--- src/rtl/lpm_ctrl.sv ---
module lpm_ctrl #(
  parameter int MASK_W = 16,
  parameter int IRQ_N  = 8,
  localparam int SRC_N = IRQ_N + 2
) (
  input  logic              clk,
  input  logic              rst_n,
  input  logic [MASK_W-1:0] stop_main,
  input  logic [MASK_W-1:0] stop_ext,
  input  logic              acs_en,
  input  logic              sby_sel,
  input  logic              sleep_req,
  input  logic              bus_end,
  input  logic              nmi,
  input  logic [IRQ_N-1:0]  irq,
  input  logic              tmr8_wake,
  input  logic              wdt_wake,
  input  logic              hstby_n,
  input  logic              int_disable,
  input  logic              irq_mask,
  input  logic [SRC_N-1:0]  dtc_route,
  output logic [2:0]        mode,
  output logic              periph_clk_en,
  output logic              bus_clk_en,
  output logic              io_clk_en,
  output logic              tmr8_clk_en,
  output logic              wdt_clk_en,
  output logic              wake_pulse
);

  typedef enum logic [2:0] {
    M_NORM = 3'd0, M_SLEEP = 3'd1, M_ACS = 3'd2,
    M_SSTBY = 3'd3, M_HSTBY = 3'd4, M_EXC = 3'd5
  } mode_t;

  mode_t st, tgt, req_tgt, go_tgt;
  logic  pend, go, acs_ok, run, lowp, wake;
  logic [IRQ_N-1:0] irq_ok;
  logic  tmr_ok, wdt_ok;

  assign acs_ok  = acs_en && (&stop_ext) && (&stop_main[MASK_W-1:1]);
  assign req_tgt = sby_sel ? M_SSTBY : (acs_ok ? M_ACS : M_SLEEP);
  assign go_tgt  = sleep_req ? req_tgt : tgt;
  assign go      = (sleep_req || pend) && bus_end;

  assign run  = (st == M_NORM) || (st == M_EXC) || (st == M_SLEEP);
  assign lowp = (st == M_SLEEP) || (st == M_ACS) || (st == M_SSTBY);

  assign periph_clk_en = run;
  assign bus_clk_en    = run;
  assign io_clk_en     = run;
  assign wdt_clk_en    = run || (st == M_ACS);
  assign tmr8_clk_en   = run || ((st == M_ACS) && !stop_main[0]);
  assign wake_pulse    = (st == M_EXC);
  assign mode          = st;

  assign irq_ok = irq & ~dtc_route[IRQ_N-1:0] & {IRQ_N{~irq_mask}};
  assign tmr_ok = tmr8_wake && !dtc_route[IRQ_N]   && !irq_mask && tmr8_clk_en;
  assign wdt_ok = wdt_wake  && !dtc_route[IRQ_N+1] && !irq_mask && wdt_clk_en;
  assign wake   = !int_disable && (nmi || (|irq_ok) || tmr_ok || wdt_ok);

  always_ff @(posedge clk or negedge rst_n) begin
    if (!rst_n) begin
      st   <= M_NORM;
      tgt  <= M_SLEEP;
      pend <= 1'b0;
    end else if (!hstby_n) begin
      st   <= M_HSTBY;
      pend <= 1'b0;
    end else begin
      case (st)
        M_NORM: begin
          if (go) begin
            st   <= go_tgt;
            pend <= 1'b0;
          end else if (sleep_req) begin
            pend <= 1'b1;
            tgt  <= req_tgt;
          end
        end
        M_SLEEP, M_ACS, M_SSTBY: if (wake) st <= M_EXC;
        M_EXC:   st <= M_NORM;
        M_HSTBY: st <= M_HSTBY;
        default: st <= M_NORM;
      endcase
    end
  end


  hstby_force_chk: assert property (@(posedge clk) disable iff (!rst_n)
    !hstby_n |=> (mode == 3'd4));


  hstby_hold_chk: assert property (@(posedge clk) disable iff (!rst_n)
    (mode == 3'd4) |=> (mode == 3'd4));


  exc_one_cycle_chk: assert property (@(posedge clk) disable iff (!rst_n)
    (wake_pulse && hstby_n) |=> (mode == 3'd0 && !wake_pulse));


  pulse_origin_chk: assert property (@(posedge clk) disable iff (!rst_n)
    wake_pulse |-> ($past(mode) == 3'd1 || $past(mode) == 3'd2 || $past(mode) == 3'd3));


  wait_bus_end_chk: assert property (@(posedge clk) disable iff (!rst_n)
    (mode == 3'd0 && !bus_end && hstby_n) |=> (mode == 3'd0));


  disabled_no_wake_chk: assert property (@(posedge clk) disable iff (!rst_n)
    (lowp && int_disable && hstby_n) |=> $stable(mode));

endmodule

--- config.mk ---
export PLATFORM = sky130hd
export DESIGN_NAME = lpm_ctrl
export DESIGN_NICKNAME = d
export VERILOG_FILES = /design/src/rtl/lpm_ctrl.sv
export SDC_FILE = /design/constraint.sdc
export NUM_CORES = 1
export LEC_CHECK = 0
export BUFFER_PORTS_ARGS = -buffer_cell sky130_fd_sc_hd__buf_2
export CAP_MARGIN = 20
export CORE_MARGIN = 10
export CORE_UTILIZATION = 32
export DETAILED_ROUTE_END_ITERATION = 8
export PLACE_DENSITY_LB_ADDON = 0.08
export SLEW_MARGIN = 20
export SYNTH_ARGS = -nofsm -noshare
export SYNTH_HDL_FRONTEND = slang
export SYNTH_SLANG_ARGS = --single-unit
--- constraint.sdc ---
create_clock -name clk -period 2 [get_ports clk]
set_clock_uncertainty 0.1 [all_clocks]
set_input_delay 0.3 -clock clk [delete_from_list [all_inputs] [get_ports clk]]
set_output_delay 0.3 -clock clk [all_outputs]
set_load 0.005 [all_outputs]
==> results of run 1 <==
## critical path: cells and delay by family, from the launching register on
kind | cells | cell delay [ps]
flops | 1 | 460
simple gates | 3 | 720
mux | 1 | 300
## synthesized netlist by cell type, types with 2 or more instances
cell type	number
nand4_1	8
nand2b_1	3
nor3_1	2
a21oi_1	3
o21ai_0	2
nor2_1	7
inv_1	8
o22ai_1	2
nand2_1	5
nor4_2	3
dfrtp_1	6
buf_4	2
## through the flow
step / worst slack [ps] / hold slack (ps) / utilization [%] / cell area (um^2)
after global placement: 287 / 37.2 / 55.1 / 961
after detailed placement: 277 / 37.0 / 55.1 / 961
after floorplan: 420 / -95.6 / - / 594
final: 343 / 178 / 57.1 / 997
after global routing: 222 / 171 / 57.1 / 997
after CTS: 333 / 173 / 57.1 / 997
## registers in the layout, summed over array words and instances (netlist names)
| signal | count |
|---|---|
| mode | 3 |
| tgt | 3 |
| pend | 1 |
## layer usage
metal	share of wire [%]	vias to the layer above	wire length, um
li1	-	416	-
met1	37	353	854
met2	50	42	1150
met3	11	2	259
met4	0.96	0	22
met5	0	-	0
## kinds of logic (layout without fill, tap and decap cells)
kind of cell           count (synthesis)  in the layout  share of synthesized area [%]
AO/OA/AOI/OAI                         18             18                           21.7
multiplexers                           2              2                           4.21
buffers and inverters                 10             83                           7.58
AND/OR/NAND/NOR                       35             35                           36.8
flip-flops                             7              7                           29.7
## where the power goes
| part | switching [W] | internal (W) | total, W |
|---|---|---|---|
| clock | 0.0000514 | 0.0000761 | 0.000127 |
| combinational | 0.0000312 | 0.0000529 | 0.0000841 |
| sequential | 0 | 0.000142 | 0.000142 |
## path summary, 6_finish.rpt
path	startpoint	end	slack [ps]	depth (start not counted)
hold reg to reg	tgt[1]	tgt[1]	400	2
min in group asynchronous	rst_n	pend	300	2
hold / removal	hstby_n	mode[2]	180	2
setup reg to reg	mode[1]	tgt[0]	340	4
max in group asynchronous	rst_n	tgt[0]	1270	2
setup / recovery	mode[1]	tgt[0]	340	4
## final cells by class
type	instances	area share [%]
Timing Repair Buffer	71	36.1
Inverter	8	3.01
Sequential cell	7	17.7
Clock buffer	4	2.63
Tap cell	25	3.14
Multi-Input combinational cell	55	37.4
## timing repair
item,CTS,global route
hold endpoints to repair,7,0
gates resized for setup,0,0
hold buffers,1,0
==> impl_metrics.yaml, run 1 <==
die:
  io_pins: 71
  die_area_mm2: 0.00398
  start_util_pct: 34.1
  rows: 15
  die_w_um: 63.1
  core_area_mm2: 0.00175
  die_h_um: 63.1
clocking:
  clkLatencyLatePin_ps: 250
  cts_sinks: 7
  h-tree-depth: 1
  cts_buffers: 3
  tritoncts: "yes"
  clock-root-buffer: "clkbuf_4"
  post_cts_buffers: 0
  clock_path_buffers: 2
  cts.clk_slew.worst_paths_ps: 50
global_routing:
  antenna_found_initial: 0
  grtUsageMet2_pct: 19.5
  grt_pass1_wl_um: 3770
  grt-busiest-layer: "met2"
  grt_usage_pct: 11.2
  met3_usage_pct: 6.01
  first_global_vias: 947
  use_met1_pct: 10.6
  grt.overflow.total: 0
  grt_max_degree: 9
synth:
  netlist_area_um2: 594
  synthCells: 72
  syn_avg_cell_area_um2: 8.25
  ys_seq_area_share_pct: 29.7
  yosys.area.top_type: "dfrtp_1"
  synthFlopType: "dfrtp_1"
  syn-num-nets: 134
  yosysTopAreaCellShare_pct: 25.3
  ys_seq_elements: 7
  netlist_top_cells_area: "dfrtp_1 (25%), nand4_1 (8.4%), nor4_2 (6.3%)"
  ys_types: 33
  synthArstFlopShare_pct: 100
  synth_enable_flop_cells: 0
  synth_warnings: 0
place:
  routabilityCongestion: 0.801
  dp.cells: 165
  hpwl_um: 2150
  io_buffers: 70
worst_setup_path:
  worstSetupPathType: "flop to flop"
  slowest_stage: "dfrtp_1"
  crit_path_end_kind: "flop"
  critical-path-max-stage-delay_ps: 460
  crit_path_start_kind: "flop"
  cp_cell_sequence: "nor2_4, nand2_1, or3_4, mux2_4"
  path_max_fanout: 8
  arrival_ps: 1730
  required_ps: 2080
sta:
  drv_slew: 0
  fin_crit_sh_pct: 82.8
  finalHoldViolCount: 0
  max-slew-margin-rel_pct: 72.5
  worst_pin_slew_ps: 402
  fin_crit_ps: 1660
  grt_setup_unrepaired: "no"
  fmax_ghz: 0.604
  setup_viol: 0
  setup-tns-final_ps: 0
cells_and_area:
  antenna_cells: 0
  area_delta_synth_final_pct: 67.8
  mostFrequentLayoutCell: "buf_2"
  nFillCells: 187
  layout_common_cells: "buf_2 (70), inv_1 (8), nand4_1 (8)"
  drive_gt1_share_pct: 56.6
  nets: 208
  multi_input_area_um2: 373
  stdcell_count: 170
  regArea_um2: 176
detailed_routing:
  routedWlPerCell_um: 13.4
  vias_per_cell: 4.78
  drt_wl_total_um: 2280
  dr.pass1.iters: 4
  via_count: 813
  ant_nets: 0
  drt_iter0_drc: 11
  remaining_drc_errors: 0
power:
  ir_drop_uv: 251
  finalPower_w: 0.000354
  power_density_mw_per_mm2: 355
  power_leakage_nw: 0.551
job:
  maxCapViolations: 0
hold_path:
  hp-class: "input port to flop"
status:
  outcome: "completed"
No activity file was read; power rests on OpenSTA's default activity.
==> run 2: changes to the inputs <==
--- a/config.mk
+++ b/config.mk
@@ -5,6 +5,7 @@
 export SDC_FILE = /design/constraint.sdc
 export NUM_CORES = 1
 export LEC_CHECK = 0
+export ABC_AREA = 1
 export BUFFER_PORTS_ARGS = -buffer_cell sky130_fd_sc_hd__buf_2
 export CAP_MARGIN = 20
 export CORE_MARGIN = 10
==> constraint.sdc (replaced) <==
create_clock -name clk -period 1.3 [get_ports clk]
set_clock_uncertainty 0.1 [all_clocks]
set_input_delay 0.195 -clock clk [delete_from_list [all_inputs] [get_ports clk]]
set_output_delay 0.195 -clock clk [all_outputs]
set_load 0.005 [all_outputs]
==> impl_metrics.yaml, run 2 <==
status:
  outcome: "complete, but fails checks"
  violations: "negative setup slack"
cells_and_area:
  layout_common_cells: "buf_2 (67), nand2_1 (44), nor2_1 (17)"
  area_delta_synth_final_pct: 70.9
  multi_input_area_um2: 473
  drive_gt1_share_pct: 53.4
  nets: 267
  mostFrequentLayoutCell: "buf_2"
  antenna_cells: 0
  regArea_um2: 178
  nFillCells: 241
  post-route-util_pct: 56.2
synth:
  synth_warnings: 0
  syn_avg_cell_area_um2: 5.71
  netlist_top_cells_area: "nand2_1 (25%), dfrtp_1 (21%), nor2_1 (10%)"
  synthCells: 125
  synthFlopType: "dfrtp_1"
  synth_xor_area_share_pct: 0
  ys_seq_area_share_pct: 24.7
  yosys.area.top_type: "nand2_1"
  synth_top_family_by_area: "simple AND/OR/NAND/NOR gates"
  syn-num-nets: 187
  synth-simple-area-share_pct: 53.2
  synth.most_common_cell: "nand2_1"
  yosysTopAreaCellShare_pct: 24.7
  ys_seq_elements: 7
  synthArstFlopShare_pct: 100
  synth_top_cells_by_count: "nand2_1 (47), nor2_1 (19), inv_1 (18), dfrtp_1 (6), nand2_2 (4)"
  ys_types: 23
  muxShareOfSynthArea_pct: 0
  synth-adder-area-share_pct: 0
  synth_compound_area_share_pct: 8.95
  netlist_area_um2: 713
  synth_enable_flop_cells: 0
detailed_routing:
  remaining_drc_errors: 0
  drt_iter0_drc: 25
  vias_per_cell: 4.30
  routedWlPerCell_um: 11.3
  via_count: 997
  ant_nets: 0
  drt_wl_total_um: 2620
  dr.pass1.iters: 4
sta:
  setup-tns-final_ps: -929
  drv_slew: 0
  grt_setup_unrepaired: "yes"
  fmax_ghz: 0.701
  timing.final.ws_setup_ps: -127
  max-slew-margin-rel_pct: 78.7
  finalHoldViolCount: 0
  setup_viol: 11
  fin_crit_sh_pct: 110
  hold_slack_ps: 143
  fin_crit_ps: 1430
  worst_pin_slew_ps: 317
die:
  core_area_mm2: 0.00217
  rows: 17
  die_area_mm2: 0.00452
  die_h_um: 67.2
  io_pins: 71
  die_w_um: 67.2
  start_util_pct: 32.9
clocking:
  cts.clk_slew.worst_paths_ps: 50
  cts_buffers: 3
  clkLatencyLatePin_ps: 270
  cts_sinks: 7
  tritoncts: "yes"
  h-tree-depth: 1
  clock_path_buffers: 2
  clock-root-buffer: "clkbuf_4"
worst_setup_path:
  r2r-start: "mode[0]"
  worstSetupPathType: "flop to output pin"
  cp-startpoint: "mode[0]"
  cp_cell_sequence: "inv_2, nand2_2, nand2_2, o21ai_2, buf_2"
  arrival_ps: 1130
  slowest_stage: "dfrtp_1"
  crit_path_start_kind: "flop"
  crit_path_end_kind: "output pin"
  required_ps: 1000
  critical-path-top-cell-by-count: "nand2_2"
  critical-path-max-stage-delay_ps: 410
  path_max_fanout: 4
hold_path:
  hp-class: "input port to flop"
  worstHoldStart: "hstby_n"
place:
  routabilityCongestion: 0.876
  hpwl_um: 2360
  io_buffers: 70
global_routing:
  grt_usage_pct: 11.1
  use_met1_pct: 8.82
  grt.overflow.total: 0
  antenna_found_initial: 0
  grt_pass1_wl_um: 3970
  grt-busiest-layer: "met2"
  grtUsageMet2_pct: 23.0
  first_global_vias: 981
  met3_usage_pct: 6.12
  grt_max_degree: 8
power:
  finalPower_w: 0.00142
  power_density_mw_per_mm2: 1160
  ir_drop_uv: 1120
  power_leakage_nw: 0.728
job:
  maxCapViolations: 0
[run 2: cell types whose count changed in the layout (fill, tap and decap cells not counted), sizes merged, moves of 2 or more]
cell	before	now
nor4	3	0
buf	70	76
nand2	5	52
nand3	0	5
nand2b	3	0
a211oi	0	2
nor2	8	23
o21ai	3	5
inv	8	21
nand4	8	0
[run 2: logic make-up after synthesis]
family	after synthesis
and+or+nand+nor	85
buffers and inverters	23
AOI/OAI and AO/OA	10
DFF	7
[run 2: path summary, 6_finish.rpt]
path | endpoint | slack, ps | cells past startpoint
max reg2reg | mode[0] | -90 | 11
min reg2reg | tgt[0] | 380 | 2
max | tmr8_clk_en | -130 | 5
min in group asynchronous | mode[2] | 200 | 2
max in group asynchronous | tgt[0] | 660 | 2
min | pend | 140 | 3
[run 2: what timing repair did]
| item | in CTS | in global routing |
|---|---|---|
| hold endpoints to repair | 7 | 0 |
| gates resized for setup | 5 | 9 |
| pin swaps | 1 | 1 |
| setup buffers | 0 | 1 |
| setup endpoints to repair | 12 | 14 |
| hold buffers | 1 | 0 |
[run 2: layout make-up]
class,count,share of cell area [%]
timing repair buffer,77,35.1
multi-input combinational,95,38.8
tap,28,2.87
clock buffer,4,2.16
inverter,21,6.47
sequential,7,14.6
[run 2: metal layers]
metal,wire length [um],vias to the layer above,share of wire [%]
met5,0,-,0
met4,39,0,1.5
met3,313,4,12
met2,1460,34,56
met1,808,422,31
li1,-,537,-
[run 2: worst max-delay path, delay by kind of cell, from the launching register on]
family                 cells  cell delay (ps)
AOI/OAI and AO/OA          1               70
buffers and inverters      2              240
DFF                        1              410
and+or+nand+nor            2              150
[run 2: power by group]
| group | internal, W | total (W) | switching, W | leakage (nW) |
|---|---|---|---|---|
| Clock | 0.000117 | 0.000204 | 0.0000863 | 0.0150 |
| Combinational | 0.000455 | 0.000883 | 0.000429 | 0.627 |
| Sequential | 0.000284 | 0.000332 | 0.0000484 | 0.0855 |
| Total | 0.000856 | 0.00142 | 0.000563 | 0.728 |
[run 2: stage by stage]
stage | area [um^2] | instances | setup slack, ps
floorplan | 714 | 125 | -42.6
CTS | 1170 | 231 | -117
finish | 1220 | 232 | -127
detailed placement | 1120 | 226 | -72.4
global route | 1220 | 232 | -215
global placement | 1120 | 226 | -36.8
==> run 3: changes to the inputs <==
--- a/config.mk
+++ b/config.mk
@@ -16,3 +16,4 @@
 export SYNTH_ARGS = -nofsm -noshare
 export SYNTH_HDL_FRONTEND = slang
 export SYNTH_SLANG_ARGS = --single-unit
+export TNS_END_PERCENT = 1
==> impl_metrics.yaml, run 3 (synthesis gave the netlist of run 2 again) <==
clocking:
  post_cts_buffers: 0
  cts_sinks: 7
  h-tree-depth: 1
  tritoncts: "yes"
  clock_path_buffers: 2
  clkLatencyLatePin_ps: 240
  cts_buffers: 3
  cts.clk_slew.worst_paths_ps: 50
  clock-root-buffer: "clkbuf_4"
sta:
  timing.final.ws_setup_ps: -126
  worst_pin_slew_ps: 267
  drv_slew: 0
  max-slew-margin-rel_pct: 82.1
  setup_viol: 10
  finalHoldViolCount: 0
  fmax_ghz: 0.701
  setup-tns-final_ps: -763
  fin_crit_ps: 1430
  fin_crit_sh_pct: 110
  grt_setup_unrepaired: "yes"
status:
  violations: "negative setup slack"
  outcome: "complete, but fails checks"
worst_setup_path:
  cp_cell_sequence: "inv_2, nand2_2, o21ai_2, buf_2"
  required_ps: 1000
  crit_path_end_kind: "output pin"
  slowest_stage: "dfrtp_1"
  worstSetupPathType: "flop to output pin"
  crit_path_start_kind: "flop"
  critical-path-max-stage-delay_ps: 410
  path_max_fanout: 4
  arrival_ps: 1130
die:
  die_area_mm2: 0.00452
  die_w_um: 67.2
  rows: 17
  io_pins: 71
  start_util_pct: 32.9
  die_h_um: 67.2
  core_area_mm2: 0.00217
place:
  io_buffers: 70
  hpwl_um: 2250
  routabilityCongestion: 0.811
  dp.cells: 226
detailed_routing:
  vias_per_cell: 4.20
  dr.pass1.iters: 2
  drt_wl_total_um: 2400
  drt_iter0_drc: 10
  via_count: 970
  remaining_drc_errors: 0
  routedWlPerCell_um: 10.4
  ant_nets: 0
cells_and_area:
  post-route-util_pct: 53.9
  antenna_cells: 0
  stdcell_count: 231
  drive_gt1_share_pct: 50.2
  layout_common_cells: "buf_2 (70), nand2_1 (45), nor2_1 (19)"
  nets: 266
  mostFrequentLayoutCell: "buf_2"
  area_delta_synth_final_pct: 63.9
global_routing:
  antenna_found_initial: 0
  grt_pass1_wl_um: 3510
  grt.overflow.total: 0
  grt_max_degree: 8
  grt_usage_pct: 9.96
  first_global_vias: 899
power:
  finalPower_w: 0.00127
  ir_drop_uv: 825
  power_density_mw_per_mm2: 1080
  power_leakage_nw: 0.712
job:
  maxCapViolations: 0
hold_path:
  hp-class: "input port to flop"
-- run 3: cell types whose count changed in the layout (fill, tap and decap cells not counted), sizes merged --
| cell | before | now |
|---|---|---|
| buf | 76 | 75 |
-- run 3: repair_timing --
item                                   in CTS  in global routing
pin swaps                                   0                  3
endpoints found under the hold margin       7                  0
resized for setup                           3                  2
setup endpoints to repair                  10                 13
hold buffers                                1                  0
-- run 3: final cells by class --
type,count,area (um^2)
Sequential cell,7,178
Clock buffer,4,26.3
Inverter,21,78.8
Multi-Input combinational cell,95,453
Timing Repair Buffer,76,398
Tap cell,28,35.0
Fill cell,246,1000
-- run 3: worst max-delay path: cells and delay by family, from the launching register on --
kind            cells  cell delay, ps
flops               1             410
buf+inv             2             250
compound gates      1             170
simple gates        1              60
-- run 3: worst paths after layout --
path	start	endpoint	slack, ps	depth (start not counted)
max	mode[0]	tmr8_clk_en	-130	4
min	hstby_n	pend	140	3
max reg2reg	mode[0]	mode[1]	-100	10
min reg2reg	tgt[0]	tgt[0]	380	2
max in group asynchronous	rst_n	tgt[0]	670	2
min in group asynchronous	rst_n	mode[1]	210	2
-- run 3: routing by layer --
metal	GRT usage (%)	wire length [um]	part of all wire [%]	up-vias
met3	6.61	314	13	0
met2	19.3	1340	56	33
met1	8.06	746	31	400
met5	0	0	0	-
li1	-	-	-	537
met4	2.31	0	0	0
-- run 3: per-stage QoR --
stage / setup WS, ps / instance area (um^2) / hold slack, ps
after CTS: -124 / 1160 / 132
after global routing: -215 / 1170 / 151
after global placement: -46.2 / 1120 / -66.7
after detailed placement: -103 / 1120 / -67.0
final: -126 / 1170 / 141
after floorplan: -63.0 / 714 / -201
-- run 3: where the power goes --
group	switching [W]	internal, W	total [W]	leakage (nW)
Clock	0.0000692	0.000116	0.000186	0.0150
Combinational	0.000386	0.000366	0.000752	0.612
Sequential	0.0000456	0.000284	0.000329	0.0855
Total	0.000500	0.000766	0.00127	0.712
